===== config.mk =====
export PLATFORM = sky130hd
export DESIGN_NAME = cos_irq_ctrl
export DESIGN_NICKNAME = d
export VERILOG_FILES = /design/src/rtl/cos_pkg.sv /design/src/rtl/cos_sync.sv /design/src/rtl/cos_detect.sv /design/src/rtl/cos_regs.sv /design/src/rtl/cos_irq_ctrl.sv
export SDC_FILE = /design/constraint.sdc
export NUM_CORES = 1
export LEC_CHECK = 0
export BUFFER_PORTS_ARGS = -buffer_cell sky130_fd_sc_hd__buf_2
export CORE_ASPECT_RATIO = 1.1
export CORE_MARGIN = 3
export CORE_UTILIZATION = 47
export DETAILED_ROUTE_END_ITERATION = 10
export PLACE_DENSITY_LB_ADDON = 0.12
export SETUP_SLACK_MARGIN = 0.05
export SLEW_MARGIN = 20
export SYNTH_ARGS = -nofsm -noshare
export SYNTH_HDL_FRONTEND = slang
export SYNTH_SLANG_ARGS = --single-unit

===== constraint.sdc =====
create_clock -name clk_i -period 2.9 [get_ports clk_i]
set_input_delay 0.435 -clock clk_i [delete_from_list [all_inputs] [get_ports clk_i]]
set_output_delay 0.435 -clock clk_i [all_outputs]
set_load 0.005 [all_outputs]

===== src/rtl/cos_pkg.sv =====
`timescale 1ns/1ps
package cos_pkg;
    localparam int ADDR_W = 5;
    localparam logic [ADDR_W-1:0] OFS_RAW  = 5'h00;
    localparam logic [ADDR_W-1:0] OFS_HI   = 5'h04;
    localparam logic [ADDR_W-1:0] OFS_LO   = 5'h08;
    localparam logic [ADDR_W-1:0] OFS_STAT = 5'h0C;
    localparam logic [ADDR_W-1:0] OFS_CTRL = 5'h10;

    typedef struct packed {
        logic level_mode;  // bit 1: 0 = edge/any, 1 = level/all
        logic enable;      // bit 0
    } ctrl_t;
endpackage


===== src/rtl/cos_sync.sv =====
`timescale 1ns/1ps
module cos_sync #(
    parameter int N = 16
) (
    input  logic         clk_i,
    input  logic         rst_ni,
    input  logic [N-1:0] pins_i,
    output logic [N-1:0] sync_o,
    output logic [N-1:0] prev_o
);
    typedef struct packed {
        logic [N-1:0] meta;
        logic [N-1:0] sync;
        logic [N-1:0] prev;
    } st_t;

    st_t st_d, st_q;

    always_comb begin
        st_d      = st_q;
        st_d.meta = pins_i;
        st_d.sync = st_q.meta;
        st_d.prev = st_q.sync;
    end

    always_ff @(posedge clk_i or negedge rst_ni) begin
        if (!rst_ni) st_q <= '0;
        else         st_q <= st_d;
    end

    assign sync_o = st_q.sync;
    assign prev_o = st_q.prev;
endmodule


===== src/rtl/cos_detect.sv =====
`timescale 1ns/1ps
module cos_detect #(
    parameter int N = 16
) (
    input  logic         clk_i,
    input  logic         rst_ni,
    input  logic         en_i,
    input  logic         level_mode_i,
    input  logic [N-1:0] hi_mask_i,
    input  logic [N-1:0] lo_mask_i,
    input  logic [N-1:0] sync_i,
    input  logic [N-1:0] prev_i,
    output logic         fire_o,
    output logic [N-1:0] hit_o
);
    typedef struct packed {
        logic armed;
    } st_t;

    st_t st_d, st_q;

    logic [N-1:0] rise, fall, edge_hit, sel, cond;
    logic         all_met, sel_change, edge_fire, level_fire;

    always_comb begin
        rise       = sync_i & ~prev_i;
        fall       = ~sync_i & prev_i;
        edge_hit   = (rise & hi_mask_i) | (fall & lo_mask_i);
        sel        = hi_mask_i | lo_mask_i;
        cond       = (hi_mask_i & sync_i) | (lo_mask_i & ~sync_i) | ~sel;
        all_met    = (sel != '0) && (&cond);
        sel_change = |((sync_i ^ prev_i) & sel);
        edge_fire  = en_i && !level_mode_i && (edge_hit != '0);
        level_fire = en_i && level_mode_i && st_q.armed && all_met;

        st_d = st_q;
        if (level_fire)      st_d.armed = 1'b0;
        else if (sel_change) st_d.armed = 1'b1;
    end

    always_ff @(posedge clk_i or negedge rst_ni) begin
        if (!rst_ni) st_q <= '{armed: 1'b1};
        else         st_q <= st_d;
    end

    assign fire_o = edge_fire | level_fire;
    assign hit_o  = level_mode_i ? sel : edge_hit;

    // a level event blocks itself for at least the next cycle
    a_r6_level_blocks: assert property (@(posedge clk_i) disable iff (!rst_ni)
        level_fire |=> !level_fire);
    // an edge-mode event needs a pin change
    a_r4_edge_needs_change: assert property (@(posedge clk_i) disable iff (!rst_ni)
        edge_fire |-> (sync_i != prev_i));
endmodule


===== src/rtl/cos_regs.sv =====
`timescale 1ns/1ps
module cos_regs
    import cos_pkg::*;
#(
    parameter int N  = 16,
    parameter int DW = 32
) (
    input  logic              clk_i,
    input  logic              rst_ni,
    input  logic              wr_i,
    input  logic              rd_i,
    input  logic [ADDR_W-1:0] addr_i,
    input  logic [DW-1:0]     wdata_i,
    input  logic [N-1:0]      sync_i,
    input  logic              fire_i,
    input  logic [N-1:0]      hit_i,
    output logic [N-1:0]      hi_mask_o,
    output logic [N-1:0]      lo_mask_o,
    output ctrl_t             ctrl_o,
    output logic [DW-1:0]     rdata_o,
    output logic              irq_o
);
    localparam int PAD = DW - N;
    localparam int CW  = $bits(ctrl_t);

    typedef struct packed {
        logic [N-1:0] hi_mask;
        logic [N-1:0] lo_mask;
        logic [N-1:0] status;
        ctrl_t        ctrl;
        logic         pend;
    } st_t;

    st_t  st_d, st_q;
    logic rd_stat;
    logic unused_wdata;

    assign unused_wdata = ^wdata_i[DW-1:N];
    assign rd_stat      = rd_i && (addr_i == OFS_STAT);

    always_comb begin
        st_d = st_q;
        if (wr_i) begin
            unique case (addr_i)
                OFS_HI:   st_d.hi_mask = wdata_i[N-1:0];
                OFS_LO:   st_d.lo_mask = wdata_i[N-1:0];
                OFS_CTRL: st_d.ctrl    = ctrl_t'(wdata_i[CW-1:0]);
                default:  ;
            endcase
        end
        if (rd_stat) begin
            st_d.status = '0;
            st_d.pend   = 1'b0;
        end
        if (fire_i) begin
            st_d.status = (rd_stat ? '0 : st_q.status) | hit_i;
            st_d.pend   = 1'b1;
        end
    end

    always_ff @(posedge clk_i or negedge rst_ni) begin
        if (!rst_ni) st_q <= '0;
        else         st_q <= st_d;
    end

    always_comb begin
        rdata_o = '0;
        unique case (addr_i)
            OFS_RAW:  rdata_o = {{PAD{1'b0}}, sync_i};
            OFS_HI:   rdata_o = {{PAD{1'b0}}, st_q.hi_mask};
            OFS_LO:   rdata_o = {{PAD{1'b0}}, st_q.lo_mask};
            OFS_STAT: rdata_o = {{PAD{1'b0}}, st_q.status};
            OFS_CTRL: rdata_o = {{(DW-CW){1'b0}}, st_q.ctrl};
            default:  rdata_o = '0;
        endcase
    end

    assign hi_mask_o = st_q.hi_mask;
    assign lo_mask_o = st_q.lo_mask;
    assign ctrl_o    = st_q.ctrl;
    assign irq_o     = st_q.pend & st_q.ctrl.enable;

    // an event always leaves a pending interrupt behind
    a_r8_fire_sets_pending: assert property (@(posedge clk_i) disable iff (!rst_ni)
        fire_i |=> st_q.pend);
    // a status read with no new event clears status and pending
    a_r7_read_clears: assert property (@(posedge clk_i) disable iff (!rst_ni)
        (rd_stat && !fire_i) |=> (!st_q.pend && st_q.status == '0));
    // a pending interrupt always names at least one channel
    a_r3_pending_has_status: assert property (@(posedge clk_i) disable iff (!rst_ni)
        st_q.pend |-> (st_q.status != '0));
endmodule


===== src/rtl/cos_irq_ctrl.sv =====
`timescale 1ns/1ps
module cos_irq_ctrl
    import cos_pkg::*;
#(
    parameter int N  = 16,
    parameter int DW = 32
) (
    input  logic              clk_i,
    input  logic              rst_ni,
    input  logic [N-1:0]      pins_i,
    input  logic              bus_wr_i,
    input  logic              bus_rd_i,
    input  logic [ADDR_W-1:0] bus_addr_i,
    input  logic [DW-1:0]     bus_wdata_i,
    output logic [DW-1:0]     bus_rdata_o,
    output logic              irq_o
);
    logic [N-1:0] sync, prev, hi_mask, lo_mask, hit;
    logic         fire;
    ctrl_t        ctrl;

    cos_sync #(.N(N)) u_sync (
        .clk_i  (clk_i),
        .rst_ni (rst_ni),
        .pins_i (pins_i),
        .sync_o (sync),
        .prev_o (prev)
    );

    cos_detect #(.N(N)) u_detect (
        .clk_i        (clk_i),
        .rst_ni       (rst_ni),
        .en_i         (ctrl.enable),
        .level_mode_i (ctrl.level_mode),
        .hi_mask_i    (hi_mask),
        .lo_mask_i    (lo_mask),
        .sync_i       (sync),
        .prev_i       (prev),
        .fire_o       (fire),
        .hit_o        (hit)
    );

    cos_regs #(.N(N), .DW(DW)) u_regs (
        .clk_i     (clk_i),
        .rst_ni    (rst_ni),
        .wr_i      (bus_wr_i),
        .rd_i      (bus_rd_i),
        .addr_i    (bus_addr_i),
        .wdata_i   (bus_wdata_i),
        .sync_i    (sync),
        .fire_i    (fire),
        .hit_i     (hit),
        .hi_mask_o (hi_mask),
        .lo_mask_o (lo_mask),
        .ctrl_o    (ctrl),
        .rdata_o   (bus_rdata_o),
        .irq_o     (irq_o)
    );
endmodule


# After elaboration in Yosys (flattened, before gate mapping)
# Cells that the tools add are included.
totals:
  out_inout_bits: 33
  in_bits: 57
  register_bits: 100
classes:
  muxes: 8
  bitwise: 18
  reduce_logical: 18
  n_eq_ne: 4
op_table:
  columns: ["cell", "count"]
  rows:
  - ["bitwise AND 16 bit", 7]
  - ["bitwise OR 16 bit", 5]
  - ["case mux 16 bit (5 select lines)", 1]
  - ["2-to-1 mux 16 bit", 3]
  - ["NOT 16 bit", 3]
  - ["nonzero test 16 bit", 2]
  - ["AND reduction 16 bit", 1]
  - ["OR reduction 16 bit", 1]
  - ["bitwise XOR 16 bit", 1]
  - ["equality test 5 x 4 -> 1 bit (second input constant)", 2]
  - ["logical AND 1 bit", 7]
  - ["AND reduction 2 bit", 3]
  - ["equality test 5 x 3 -> 1 bit (second input constant)", 1]
  - ["equality test 5 bit (second input constant)", 1]
  - ["zero test 5 bit", 1]
  - ["2-to-1 mux 1 bit", 4]
  - ["nonzero test 2 bit", 2]
  - ["bitwise AND 1 bit", 1]
  - ["zero test 1 bit", 1]
  - ["bitwise OR 1 bit", 1]

# Depth between registers and ports, before layout
# Gate-level depths: netlist of run 1.
depth:
  depth_word: 9
  depth_mapped: 7

# Hierarchy
# A second synthesis of run 1 with hierarchy kept.
unflattened:
  cells_unflattened: 474
  hier_area_um2: 5688.0
by_module_without_submodules:
  columns: ["mod", "cells_each", "n_inst", "area_per_inst_um2"]
  rows:
  - ["cos_regs", 214, 1, 2961.6]
  - ["cos_detect", 196, 1, 1405.1]
  - ["cos_sync", 64, 1, 1321.3]

# Least setup slack after synthesis of run 1
# No wires, ideal clock.
synth_path:
  kind: "input to output"
  start: "input bus_addr_i[3]"
  end: "output bus_rdata_o[7]"
  cell_stages: 3
  t_required_ps: 2465
  setup_slack_ps: 920
  arrival_ps: 1545
  path_cell_list: "clkbuf_1 > mux4_1 > and2_1"
synth_via:
  elab_chain_len: 2
  word_cells_on_any_way: 6
  cone_classes: "4 x eq/ne; 1 x mux; 1 x reduce/logical"
synth_lines:
  columns: ["item", "line_no", "rtl"]
  rows:
  - ["start: declaration", "cos_irq_ctrl.sv:13", "input logic [ADDR_W-1:0] bus_addr_i,"]
  - ["equality test 5 bit (tied with other cells)", "cos_regs.sv:68", "unique case (addr_i)"]
  - ["case mux 16 bit (5 select lines) *", "cos_regs.sv:68", null]
  - ["end: declaration", "cos_irq_ctrl.sv:15", "output logic [DW-1:0] bus_rdata_o,"]
# Every way passes the cells marked *; elsewhere a longest branch is shown, timed or not.

# Final worst setup path of run 1
layout_path:
  start: "input bus_addr_i[3]"
  end: "output bus_rdata_o[0]"
# The elaborated chain is that of the path after synthesis.

==> results of run 1 <==
[worst max-delay path, stage by stage]
cell    delay, ps
buf_2         510
mux4_2        580
a22o_1        240
buf_2         120
[area by class of cell]
class                      instances  area [um2]  share of cell area
sequential                       100        2500               0.407
timing repair buffer              64         353              0.0573
tap                              147         184              0.0299
inverter                          32         120              0.0195
clock buffer                      13         260              0.0423
clock inverter                     2        10.0             0.00163
multi-input combinational        317        2730               0.443
[cells by family (layout without fill, tap and decap cells)]
logic type / after synthesis / count (layout) / synth area share
multiplexers: 50 / 50 / 0.150
AO/OA/AOI/OAI: 106 / 106 / 0.124
AND/OR/NAND/NOR: 113 / 113 / 0.138
flip-flops: 100 / 100 / 0.454
adder cells (fa/ha/maj): 32 / 32 / 0.0727
buffers and inverters: 64 / 111 / 0.0609
other: 1 / 16 / 0.000681
[Yosys cell counts]
master     number  area [um2]
clkbuf_1        8        30.0
o21ai_0        41         205
nand3_1        17        85.1
inv_1          32         120
mux4_1          2        52.6
dfstp_2         1        26.3
nand3b_1        5        37.5
nor3_1          1        5.00
mux2_2         14         158
and2_1         16         100
nor2b_1         1        6.26
nand4_4         2        42.5
nor4_4          3        63.8
buf_6           4        45.0
or4_1           2        15.0
o21ai_1         3        15.0
dfrtp_1        99        2480
nor3b_1         4        30.0
mux2_4         20         300
buf_2           4        20.0
or2b_1          3        22.5
nor3_4          1        16.3
nand2b_1       11        68.8
o22ai_1        16         100
ha_1           32         400
or3_1           1        6.26
nor4_1          6        37.5
conb_1          1        3.75
nand4b_4        2        47.6
a22o_1          2        17.5
nand2_1        11        41.3
mux4_2         14         315
nor2_1         18        67.6
a2bb2oi_1       1        8.76
nor4_2          1        12.5
a22oi_1        33         248
nor3_2          1        10.0
o21ai_2        10        87.6
buf_4          16         120
nand4_1         7        43.8
[through the flow]
step	total power [mW]	util	hold slack (ps)	setup slack [ps]	instance area, um2
4_1_cts	4.08	0.552	165	531	6160
3_5_place_dp	2.95	0.528	335	539	5890
5_1_grt	4.31	0.552	169	482	6160
3_3_place_gp	2.91	0.528	332	542	5890
6_report	4.05	0.552	109	559	6160
2_1_floorplan	2.64	-	139	920	5570
[sequential cells by signal (all words and copies together) (netlist names)]
register,flops
u_regs.st_q,17
u_regs.hi_mask_o,16
u_regs.lo_mask_o,16
u_sync.prev_o,16
u_sync.st_d,16
u_sync.sync_o,16
u_regs.ctrl_o,2
u_detect.st_q,1
[power by group through the flow]
stage | clock network, mW | logic, mW | registers, mW
after global routing | 1.22 | 1.13 | 1.96
after CTS | 1.15 | 1.02 | 1.91
after floorplan | 0 | 0.802 | 1.83
after detailed placement | 0 | 1.01 | 1.93
final | 1.12 | 1.01 | 1.92
after global placement | 0 | 0.985 | 1.92
[final timing paths]
path | endpoint | slack, ps | depth (start not counted)
min in group clk_i | u_sync.st_d[27] | 190 | 1
hold reg to reg | u_sync.sync_o[7] | 350 | 0
setup / recovery | bus_rdata_o[0] | 560 | 4
hold / removal | u_sync.prev_o[4] | 110 | 2
setup reg to reg | u_regs.st_q[0] | 790 | 7
max in group asynchronous | u_sync.prev_o[9] | 2320 | 2
[metal layers]
metal  track usage  wire, um  part of all wire  vias to the layer above
met5             0         0                 0                        -
met4        0.0553       213             0.017                        0
met3        0.0549       806             0.064                       19
met2         0.324      6020              0.48                      114
met1         0.294      5540              0.44                     1924
li1              -         -                 -                     1792
[layout by cell type, fill, tap and decap left out, drive strengths merged, types with 2 or more instances in the layout]
master | synthesis | layout
nor3 | 3 | 3
and2 | 16 | 16
nand3 | 17 | 17
or2b | 3 | 3
mux4 | 16 | 16
nand4 | 9 | 9
a22o | 2 | 2
o21ai | 54 | 54
mux2 | 34 | 34
or4 | 2 | 2
o22ai | 16 | 16
inv | 32 | 32
buf | 24 | 64
nor2 | 18 | 18
conb | 1 | 16
nor4 | 10 | 10
nand3b | 5 | 5
nand2 | 11 | 11
dfrtp | 99 | 99
a22oi | 33 | 33
nor3b | 4 | 4
clkinv | 0 | 2
nand2b | 11 | 11
nand4b | 2 | 2
ha | 32 | 32
clkbuf | 8 | 13
==> results.md, run 1 <==
- Status: finished clean
- Number of design rule violations left after detail routing: 0
- Total of buffers placed on input and output ports: 57
- WP data required: 2470 ps
- Number of hold-repair buffers added at the cts stage: 0
- Maxcap violations: 0
- Horiz. Die Dim: 109 um
- Data arrival time of the critical path: 1910 ps
- Pwr per Cell Area: 657 nW/um2
- Mean area per synthesized cell: 11.8 um2
- Number of warnings printed during yosys synthesis: 0
- Top-level I/O count: 90
- Post-synthesis register bit count: 100
- CTS-repair resized insts: 0
- Type of the tightest min-delay check: input pin to asynchronous set/reset pin
- IR Drop Worst-Case VDD: 0.000353 V
- Final wirelength: 12600 um
- Number of failing setup endpoints in the final timing report: 0
- Floorplan die area: 13100 um2
- Area of the mapped netlist: 5510 um2
- Row count: 40
- Kind of launch point of the worst setup path: input pin
- TritonCTS clock tree: yes
- Number of buffers created by CTS: 9
- Number of instances in the synthesized netlist: 466
- Least-Margin Pin Slew: 660 ps
- Pre-Repair DR Iteration Count: 4
- Root cell of the clock tree: clkbuf_16
- Placeable Area: 11200 um2
- Fin nets: 613
- Fillers: 977
- Clock network power share: 0.277
- Pin count of the biggest net entering global routing: 101
- HPWL after detailed placement: 8540 um
- Final weighted congestion in routability-driven placement: 0.845
- Drt via density: 5.70
- LEAKAGE: 2.87 nW
- Pint: 2.77 mW
- Number of non-filler instances in the completed layout: 675
- GR Util All Layers: 0.209
- Final Hold Violating Endpoints: 0
- Top achievable clock speed: 427 MHz
- Grt ovf: 0
- Max_slew headroom: 0.560
- Vertical extent of the die: 120 um
- Number of placed instances with taps included: 660
- Worst setup skew after layout: 7.83 ps
- Share of power burned in registers: 0.473
- Initial antenna violation count: 0
- Critical R2R Launch: u_sync.sync_o[12]
- Final ANT Viol Nets: 0
- Number of buffers on the longest clock path: 2
- Sequential area share after synthesis: 0.454
- Setup TNS: 0 ps
- CTS clk-pin slew, worst paths: 60 ps
- Logic pwr share: 0.250
- Setup repair after global routing missed its margin: false
- Post-CTS setup buffers: 0
- Switching part of the total: 0.316
- Area growth from synthesis to final layout: 11.8%
- First-pass GRT wire length: 20900 um
- Cell variety after synth: 40
- Clk Latency, worst-skew pair: 350 ps
- Vias in the first global route: 3914
- Post-route clock period utilization: 0.807
- Category of the worst setup path capture point: output port
- Top fanout value on the critical path: 20
- Detailed-route via count: 3849
- Launching instance or port of the critical path: bus_addr_i[3]
- CTS HTree Levels: 3
- Starting utilization of the core area: 0.494
- Share of cells above drive strength 1: 0.277
- Time the worst path needs with I/O delays and setup: 2340 ps
- Clock sink total: 100
- Type of the worst setup path: input pin to output port
- Initial DRC Count: 180
- Diode insertion count for antenna repair: 0
- Switching power total: 1.28 mW
- Number of slew-limit violations in the final report: 0
- Wire length per cell after detailed routing: 18.6 um
No activity file was read; power rests on OpenSTA's default activity.
==> run 2: changes to the inputs <==
==> constraint.sdc (replaced) <==
create_clock -name clk_i -period 2.5 [get_ports clk_i]
set_input_delay 0.375 -clock clk_i [delete_from_list [all_inputs] [get_ports clk_i]]
set_output_delay 0.375 -clock clk_i [all_outputs]
set_load 0.005 [all_outputs]
==> run 2 against run 1 <==
Net effect: clock skew shrank 3.1 ps; sequential cell count is the same; worst setup slack lost 150 ps; critical path type is now flop to flop; highest routed layer unchanged; via count is essentially flat; first-iteration DRC count shrank 13%; count of clock-buffer cells in the layout shrank 3; non-clock buffer count grew 14; clock power grew 17%; global-route usage shrank 0.23 points; sequential share of layout area shrank 0.83 points.
==> results.md, run 2 (synthesized netlist as in run 1, its figures left out) <==
- Status: finished clean (unchanged)
- CTS clk-pin slew, worst paths: 70 ps (was 60 ps)
- Type of the worst setup path: flop to flop (was input pin to output port)
- Wire length per cell after detailed routing: 18.3 um (was 18.6 um)
- Root cell of the clock tree: clkbuf_16 (unchanged)
- TritonCTS clock tree: yes (unchanged)
- Fin nets: 627 (was 613)
- Number of buffer and inverter stages on the critical path: 1 (was 2)
- Initial antenna violation count: 0 (unchanged)
- Drt via density: 5.58 (was 5.70)
- Number of buffers on the longest clock path: 2 (unchanged)
- Detailed-route via count: 3851 (was 3849)
- Vias in the first global route: 3803 (was 3914)
- Top-level I/O count: 90 (unchanged)
- Row count: 40 (unchanged)
- Least-Margin Pin Slew: 501 ps (was 660 ps)
- Area growth from synthesis to final layout: 14.1% (was 11.8%)
- Pre-Repair DR Iteration Count: 5 (was 4)
- Placeable Area: 11200 um2 (unchanged)
- Kind of launch point of the worst setup path: flop (was input pin)
- Number of buffers created by CTS: 9 (unchanged)
- Commonest non-fill, non-tap cell in the layout: dfrtp_1 (unchanged)
- Final total power: 4.73 mW (was 4.05 mW)
- Final Hold Violating Endpoints: 0 (unchanged)
- HPWL after detailed placement: 9130 um (was 8540 um)
- Maxcap violations: 0 (unchanged)
- Final wirelength: 12600 um (about the same)
- Critical path's largest stage delay: 530 ps (was 580 ps)
- First-pass GRT wire length: 20400 um (was 20900 um)
- Top achievable clock speed: 477 MHz
- Initial DRC Count: 157 (was 180)
- Largest register FFs: 17 (unchanged)
- Footprint of the flip-flops and latches: 2500 um2 (unchanged)
- Category of the worst setup path capture point: flop (was output port)
- Most frequent cells in the layout: dfrtp_1 (99), buf_2 (56), o21ai_0 (41) (unchanged)
- Fillers: 961 (was 977)
- Post-route cell area: 6290 um2 (was 6160 um2)
- Placement Cell Area: 6000 um2 (was 5890 um2)
- CTS-repair resized insts: 0 (unchanged)
- LEAKAGE: 2.93 nW (was 2.87 nW)
- Clk Latency, worst-skew pair: 350 ps (about the same)
- Data arrival time of the critical path: 2320 ps (was 1910 ps)
- Diode insertion count for antenna repair: 0 (unchanged)
- Pwr per Cell Area: 752 nW/um2 (was 657 nW/um2)
- IR Drop Worst-Case VDD: 0.000484 V (was 0.000353 V)
- Max_slew headroom: 0.666 (was 0.560)
- Starting utilization of the core area: 0.494 (unchanged)
- CTS HTree Levels: 3 (unchanged)
- Final ANT Viol Nets: 0 (unchanged)
- Type of the tightest min-delay check: input pin to flop (was input pin to asynchronous set/reset pin)
- Grt ovf: 0 (unchanged)
- Total of buffers placed on input and output ports: 57 (unchanged)
- GR Util All Layers: 0.207 (was 0.209)
- Number of failing setup endpoints in the final timing report: 0 (unchanged)
- Share of cells above drive strength 1: 0.298 (was 0.277)
- Crit-path most repeated cell: a22oi_1 (was buf_2)
- Time the worst path needs with I/O delays and setup: 2090 ps
- Setup TNS: 0 ps (unchanged)
- Number of slew-limit violations in the final report: 0 (unchanged)
- Number of placed instances with taps included: 673 (was 660)
- Number of design rule violations left after detail routing: 0 (unchanged)
- Worst path cell trace: inv_1 > ha_1 > a22oi_1 > nand4_1 > or4_1 > a22oi_1 > o21ai_0 (was buf_2 > mux4_2 > a22o_1 > buf_2)
- Post-route clock period utilization: 0.838
- Floorplan die area: 13100 um2 (unchanged)
- Cell type group with the largest total delay on the critical path: simple AND/OR/NAND/NOR gates (was buffers and inverters)
- Most flop-heavy register: u_regs.st_q (unchanged)
- Number of non-filler instances in the completed layout: 690 (was 675)
- WP data required: 2730 ps (was 2470 ps)
- CP max stage cell: or4_1 (was mux4_2)
- Top fanout value on the critical path: 6 (was 20)
- Setup repair after global routing missed its margin: false (unchanged)
- Area taken by multi-input logic gates: 2730 um2 (unchanged)
- Pin count of the biggest net entering global routing: 50 (was 101)
- Horiz. Die Dim: 109 um (unchanged)
- Final weighted congestion in routability-driven placement: 0.846 (was 0.845)
- Vertical extent of the die: 120 um (unchanged)
- Clock sink total: 100 (unchanged)
- Worst setup skew after layout: 4.71 ps (was 7.83 ps)
run 2: final timing paths:
kind / from / to / slack [ps] / cells after the start
min in group asynchronous: rst_ni / u_sync.sync_o[3] / 450 / 2
max reg2reg: u_sync.sync_o[12] / u_regs.st_q[0] / 410 / 7
min: pins_i[0] / u_sync.st_d[16] / 120 / 1
min reg2reg: u_sync.st_d[29] / u_sync.sync_o[13] / 350 / 0
max in group asynchronous: rst_ni / u_sync.st_d[29] / 1340 / 3
max: u_sync.sync_o[12] / u_regs.st_q[0] / 410 / 7
run 2: stage by stage:
step	setup slack, ps	hold slack [ps]	utilization
6_report	405	122	0.563
5_1_grt	276	110	0.563
4_1_cts	402	109	0.563
3_5_place_dp	406	282	0.537
3_3_place_gp	411	285	0.537
2_1_floorplan	640	79.4	-
run 2: layer usage:
metal	part of all wire	GRT usage
met1	0.46	0.290
met2	0.48	0.324
met3	0.040	0.0334
met4	0.019	0.0795
met5	0	0
run 2: timing repair:
action | CTS | global route
setup buffers | 0 | 0
hold endpoints to repair | 18 | 0
hold buffers | 1 | 0
run 2: power breakdown:
part | internal, mW | leakage (nW) | switching, mW
registers | 1.90 | 1.18 | 0.315
clock network | 0.697 | 0.127 | 0.609
logic | 0.615 | 1.62 | 0.596
run 2: worst reg2reg max path: stages, from the launching register on:
cell	delay [ps]
dfrtp_1	430
inv_1	70
ha_1	190
a22oi_1	360
nand4_1	140
or4_1	530
a22oi_1	160
o21ai_0	100
run 2: final cells by class:
cell class / count / share of cell area
clock buffer: 10 / 0.0380
clock inverter: 6 / 0.00637
inverter: 32 / 0.0191
multi-input combinational: 317 / 0.434
sequential: 100 / 0.398
tap: 147 / 0.0293
timing repair buffer: 78 / 0.0752
